### src/rtl/usb_srd_pkg.sv
package usb_srd_pkg;

  typedef enum logic [1:0] {
    LS_J   = 2'b00,
    LS_K   = 2'b01,
    LS_SE0 = 2'b10,
    LS_BAD = 2'b11
  } line_t;

  function automatic logic ls_is_idle(input logic [1:0] ls);
    return ls == LS_J;
  endfunction

  function automatic logic ls_is_k(input logic [1:0] ls);
    return ls == LS_K;
  endfunction

  function automatic logic ls_is_se0(input logic [1:0] ls);
    return ls == LS_SE0;
  endfunction

  // counter width able to hold values 0 .. limit
  function automatic int cnt_w(input int unsigned limit);
    return (limit < 2) ? 1 : $clog2(limit + 1);
  endfunction

endpackage

### src/rtl/usb_srd_run_timer.sv
// Counts consecutive cycles with run high; emits one registered pulse when
// the count reaches LIMIT, then stays quiet until run drops.
module usb_srd_run_timer #(
  parameter int unsigned LIMIT = 30
) (
  input  logic clk,
  input  logic rst_n,
  input  logic run,
  output logic hit
);
  localparam int W = usb_srd_pkg::cnt_w(LIMIT);
  localparam logic [W-1:0] LAST = W'(LIMIT - 1);

  logic [W-1:0] cnt;
  logic         fired;

  always_ff @(posedge clk) begin
    if (!rst_n) begin
      cnt   <= '0;
      fired <= 1'b0;
      hit   <= 1'b0;
    end else if (!run) begin
      cnt   <= '0;
      fired <= 1'b0;
      hit   <= 1'b0;
    end else if (fired) begin
      hit   <= 1'b0;
    end else if (cnt == LAST) begin
      hit   <= 1'b1;
      fired <= 1'b1;
    end else begin
      cnt   <= cnt + 1'b1;
      hit   <= 1'b0;
    end
  end
endmodule

### src/rtl/usb_srd_arm.sv
// Resume-detector arm flag; clear wins over set.
module usb_srd_arm (
  input  logic clk,
  input  logic rst_n,
  input  logic set_i,
  input  logic clr_i,
  output logic armed_o
);
  always_ff @(posedge clk) begin
    if (!rst_n)      armed_o <= 1'b0;
    else if (clr_i)  armed_o <= 1'b0;
    else if (set_i)  armed_o <= 1'b1;
  end
endmodule

### src/rtl/usb_susp_resume_det.sv
module usb_susp_resume_det #(
  parameter int unsigned IDLE_CYCLES   = 36000,
  parameter int unsigned KSTATE_CYCLES = 30
) (
  input  logic       clk,
  input  logic       rst_n,
  input  logic [1:0] line_state,
  input  logic       clk_run,
  output logic       sleep_pulse,
  output logic       resume_pulse
);
  import usb_srd_pkg::*;

  // named internal events, observed by the bound checker
  logic idle_now;
  logic kstate_now;
  logic se0_now;
  logic armed;
  logic resume_run;

  assign idle_now   = ls_is_idle(line_state);
  assign kstate_now = ls_is_k(line_state);
  assign se0_now    = ls_is_se0(line_state);
  assign resume_run = armed && clk_run && kstate_now;

  usb_srd_run_timer #(.LIMIT(IDLE_CYCLES)) u_idle_tmr (
    .clk   (clk),
    .rst_n (rst_n),
    .run   (idle_now),
    .hit   (sleep_pulse)
  );

  usb_srd_run_timer #(.LIMIT(KSTATE_CYCLES)) u_k_tmr (
    .clk   (clk),
    .rst_n (rst_n),
    .run   (resume_run),
    .hit   (resume_pulse)
  );

  usb_srd_arm u_arm (
    .clk     (clk),
    .rst_n   (rst_n),
    .set_i   (sleep_pulse),
    .clr_i   (resume_pulse || se0_now),
    .armed_o (armed)
  );
endmodule

### config.mk
export PLATFORM = sky130hd
export DESIGN_NAME = usb_susp_resume_det
export DESIGN_NICKNAME = d
export VERILOG_FILES = /design/src/rtl/usb_srd_pkg.sv /design/src/rtl/usb_srd_run_timer.sv /design/src/rtl/usb_srd_arm.sv /design/src/rtl/usb_susp_resume_det.sv
export SDC_FILE = /design/constraint.sdc
export NUM_CORES = 1
export LEC_CHECK = 0
export BUFFER_PORTS_ARGS = -buffer_cell sky130_fd_sc_hd__buf_2
export CAP_MARGIN = 20
export CORE_ASPECT_RATIO = 2
export CORE_MARGIN = 4
export CORE_UTILIZATION = 40
export DETAILED_ROUTE_END_ITERATION = 6
export PLACE_DENSITY_LB_ADDON = 0.12
export SETUP_SLACK_MARGIN = 0.3
export SLEW_MARGIN = 30
export SYNTH_ARGS = -nofsm -noshare
export SYNTH_HDL_FRONTEND = slang
export SYNTH_SLANG_ARGS = --single-unit
### constraint.sdc
create_clock -name clk -period 2.1 [get_ports clk]
set_input_delay 0.105 -clock clk [delete_from_list [all_inputs] [get_ports clk]]
set_output_delay 0.105 -clock clk [all_outputs]
set_load 0.01 [all_outputs]
After elaboration in Yosys (flattened, before gate mapping)
Index checks and enable logic that the tools add are counted.
{ "totals": {"reg_bits": 26, "in_bits": 5, "out_inout_bits": 2, "wordCells": 35} }
{ "op_classes": {"n_mux": 4, "add_sub_neg": 2, "bitwise_logic": 7, "n_eq_ne": 4, "n_reduce_logical": 11} }
{ "op_table": {"columns": ["cell", "n"], "rows": [
  ["adder 16 x 1 -> 16 bit (second input constant)", 1],
  ["== test 16 bit (second input constant)", 1],
  ["AND reduction 2 bit", 4],
  ["inverter 1 bit", 7],
  ["OR reduction 3 bit", 2],
  ["adder 5 x 1 -> 5 bit (second input constant)", 1],
  ["== test 5 bit (second input constant)", 1],
  ["two-way mux 1 bit", 4],
  ["== test 2 x 1 -> 1 bit (second input constant)", 1],
  ["== test 2 bit (second input constant)", 1],
  ["logical AND 1 bit", 2],
  ["zero test 2 bit", 1],
  ["OR reduction 2 bit", 1],
  ["logical OR 1 bit", 1]
]} }

Longest topological paths before layout
{ "logic_depth": {"ltp_word": 4, "depth_mapped": 6, "mapped_depth_nobuf": 6} }

Hierarchy
A second synthesis with hierarchy kept.
{ "unflattened": {"cells_unflattened": 134, "area_unflattened_um2": 1271.2} }
{ "by_module_without_submodules": {"columns": ["module", "cells_per_inst", "n_inst", "area_each_um2", "seq_area_each_um2"], "rows": [
  ["usb_srd_run_timer (u_idle_tmr)", 97, 1, 905.9, 360.3],
  ["usb_srd_run_timer (u_k_tmr)", 29, 1, 300.3, 140.1],
  ["usb_srd_arm", 3, 1, 36.3, 20.0],
  ["usb_susp_resume_det", 5, 1, 28.8, 0.0]
]} }

Least setup slack after synthesis
OpenSTA, ideal clock, no wires.
{ "synth_path": {"path_kind": "register to register", "startpoint": "reg u_idle_tmr.cnt[0]", "endpoint": "reg u_idle_tmr.cnt[10]", "path_slack_ns": 0.346, "stages_incl_launch_ff": 6, "arrival_time_ns": 1.684, "setup_time_ns": 0.071, "n_path_buf": 0, "cell_sequence": "dfxtp_1 -> ha_1 -> nand4_4 -> or4_1 -> or3_1 -> a21oi_1"} }
{ "synth_via": {"elab_chain_len": 3, "word_cells_on_any_way": 4, "cone_classes": "1 x add/sub; 1 x eq/ne; 1 x bitwise; 1 x reduce/logical"} }
{ "synth_rtl": {"columns": ["element", "line", "rtl"], "rows": [
  ["start, declared", "usb_srd_run_timer.sv:14", "logic [W-1:0] cnt;"],
  ["start signal, assigned", "usb_srd_run_timer.sv:32", "cnt <= cnt + 1'b1;"],
  ["parallel branches: the longest is 3 deep, another holds adder 16 x 1 -> 16 bit", null, null]
]} }
Parallel ways; which one is timed is not known.
A chain may end at the register's enable or synchronous reset.

Final worst setup path
Same ends and word-level chain as after synthesis.

==> results.txt <==
Number of DRC markers in iteration 0: 12
CTS tree: yes
Count leader, synth: dfxtp_1
Worst setup SP type: flop
Minimum clock period: 1.728 ns
Tot GR Track Use: 0.1402
Vias per cell: 5.869
Largest net degree at the start of global routing: 18
Synth unique cells: 39
Avg WL per Cell: 14.53 um
Die Width: 46.83 um
Area taken by multi-input logic gates: 715.7 um2
Final Cycle Share: 0.8229
Clock sink count: 26
Inserted Clock Buffers: 3
Count of port buffers added during placement: 6
I/O pin count: 7
Routed via count: 1027
Async set or reset register ratio after synthesis: 0
Status: finished clean
CTS HTree Levels: 1
Final cell count without fillers: 175
Synth cell count leaders: dfxtp_1, nor2_1, nand2_1
Fmax: 578.7 MHz
Crit Path Class: flop to flop
Synth top area share: 0.4315
Seq/Total Area, Yosys: 0.4315
Area Overhead vs Synth: 16.80%
Hold WC Path Type: primary input to flop
Final setup fails: 0
Max-slew headroom: 0.5945
Nets: 155
Number of global-route vias before repair: 963
Remaining DRCs: 0
Dpl hpwl: 1923 um
Post-synth EDFFs: 0
Crit-path max FO: 7
Leak Pwr: 0.4598 nW
Reg2reg end: u_idle_tmr.cnt[10]
Setup TNS Final: 0 ns
Hold_buf cts: 0
Routed wire length: 2543 um
Synth Net Count: 141
Area leader, netlist: dfxtp_1
Core ar.: 2943 um2
Most common flop cell mapped by yosys: dfxtp_1
Element type at the critical path end: flop
FF-to-FF setup slack: 0.37 ns
Data arrival, critical path: 1.93 ns
Clock Latency Late Sink: 0.26 ns
Gate Count Post-Synth: 133
Die Area: 4011 um2
WP data required: 2.30 ns
Fin. Hold Viols: 0
Mapped Area: 1206 um2
DRT Pass-1 Iters: 4
Synthesized area per cell: 9.069 um2
Root buf cell: clkbuf_8
Share of cells above drive strength 1: 0.2000
# rows: 28
Unrepaired setup endpoints after global routing: no
Die height: 85.66 um
Sequential cell area: 531.8 um2
Max-cap violations: 0
DRT antenna net count: 0
Peak supply drop: 0.4911 mV
Worst R2R Path Depth: 5
Crit path to: u_idle_tmr.cnt[10]
Post-Place Cells: 169
# fillers: 284
Diodes inserted: 0
Fin. max-slew vios: 0
Initial antenna violation count: 0
Max Root-Sink Buffers: 2
Reg2reg start: u_idle_tmr.cnt[0]
Initial Util: 0.4099
Crit path launch: u_idle_tmr.cnt[0]
Yosys warns: 0
Worst-Margin Slew: 0.6075 ns
Post-Route Skew: 0.004750 ns
Yosys reg bits: 26
Global-route wire length before repair: 4215 um
Largest cells by area after synthesis: dfxtp_1, nor2_1, xnor2_1
Clk slew on worst S/H paths: 0.09 ns
RePlAce Congestion: 0.7088
Pwr dens: 554.7 nW/um2
Grt ovf: 0
-- report_power, final --
part	switching, mW	leakage (nW)	internal [mW]	total, mW
registers	0.00178	0.213	0.492	0.493
logic	0.00851	0.226	0.00725	0.0158
clock network	0.144	0.0216	0.128	0.272
-- per-layer routing --
layer	GRT usage	share of wire
met5	0	0
met4	0.04534	0.013
met3	0.02521	0.018
met2	0.2577	0.59
met1	0.1490	0.38
-- metrics by stage --
stage | utilization | area, um2 | hold slack [ns] | total power, mW | setup WS [ns]
after floorplan | - | 1206 | 0.2761 | 0.5143 | 0.3459
after global placement | 0.4362 | 1284 | 0.3873 | 0.5217 | 0.2808
after detailed placement | 0.4362 | 1284 | 0.3927 | 0.5218 | 0.2391
after CTS | 0.4520 | 1330 | 0.1056 | 0.7974 | 0.2784
after global routing | 0.4787 | 1409 | 0.1054 | 0.8158 | 0.3005
final | 0.4787 | 1409 | 0.1144 | 0.7815 | 0.3720
-- sequential cells by signal, indices dropped and copies added (netlist names) --
signal            count
u_k_tmr.hit           1
u_idle_tmr.hit        1
u_idle_tmr.fired      1
u_k_tmr.cnt           5
u_idle_tmr.cnt       16
u_k_tmr.fired         1
u_arm.armed_o         1
-- critical path, stage by stage (launching register included) --
cell and delay, ns:
dfxtp_4 0.39, ha_4 0.16, nand4_4 0.14, or4_4 0.54, or3_1 0.31, a21oi_1 0.13
-- cell type report --
class | instances | area share
inverter | 1 | 0.002664
timing repair buffer | 12 | 0.05595
clock buffer | 3 | 0.02931
tap | 30 | 0.02664
multi-input combinational | 103 | 0.5080
sequential | 26 | 0.3774
-- how the worst min path moves through the flow --
stage | from | end | slack, ns | depth (start not counted)
after global routing | rst_n | u_arm.armed_o | 0.11 | 2
after floorplan | rst_n | u_arm.armed_o | 0.28 | 1
after CTS | rst_n | u_arm.armed_o | 0.11 | 2
final | rst_n | u_arm.armed_o | 0.11 | 2
after global placement | rst_n | u_arm.armed_o | 0.39 | 2
after detailed placement | rst_n | u_arm.armed_o | 0.39 | 2
-- layout by cell type, fill, tap and decap left out, types with 2 or more instances in the layout --
| cell type | netlist | routed |
|---|---|---|
| a211oi_1 | 2 | 2 |
| nand2b_1 | 2 | 2 |
| nand4_1 | 6 | 6 |
| o21ai_1 | 1 | 2 |
| a21oi_1 | 7 | 6 |
| dfxtp_2 | 0 | 3 |
| nand3_1 | 4 | 4 |
| nand2_1 | 8 | 8 |
| nor3_1 | 4 | 4 |
| clkbuf_8 | 0 | 3 |
| xor2_1 | 3 | 3 |
| mux2i_1 | 2 | 2 |
| or4_1 | 3 | 2 |
| nor2b_1 | 4 | 4 |
| dfxtp_4 | 0 | 2 |
| o21ai_0 | 5 | 4 |
| nor4_1 | 2 | 2 |
| xnor2_1 | 6 | 6 |
| or3_1 | 7 | 7 |
| dfxtp_1 | 26 | 21 |
| nor4b_1 | 2 | 2 |
| buf_2 | 1 | 6 |
| ha_1 | 3 | 2 |
| nor2_1 | 14 | 14 |
| a31oi_1 | 2 | 2 |
| buf_4 | 0 | 5 |
-- logic make-up (layout without fill, tap and decap cells) --
family / count (synthesis) / after routing / synth area share
compound gates: 20 / 20 / 0.09646
xor+xnor: 9 / 9 / 0.06536
fa+ha+maj: 3 / 3 / 0.03112
buf+inv: 4 / 16 / 0.01348
flops: 26 / 26 / 0.4315
mux: 2 / 2 / 0.01660
simple gates: 69 / 69 / 0.3455
-- timing repair --
action / CTS / global route
setup buffers: 0 / 3
setup endpoints to repair: 5 / 8
hold endpoints to repair: 0 / 0
gates resized for setup: 3 / 14
pin swaps: 0 / 5
Note: power is estimated with default switching activity, not from simulation.
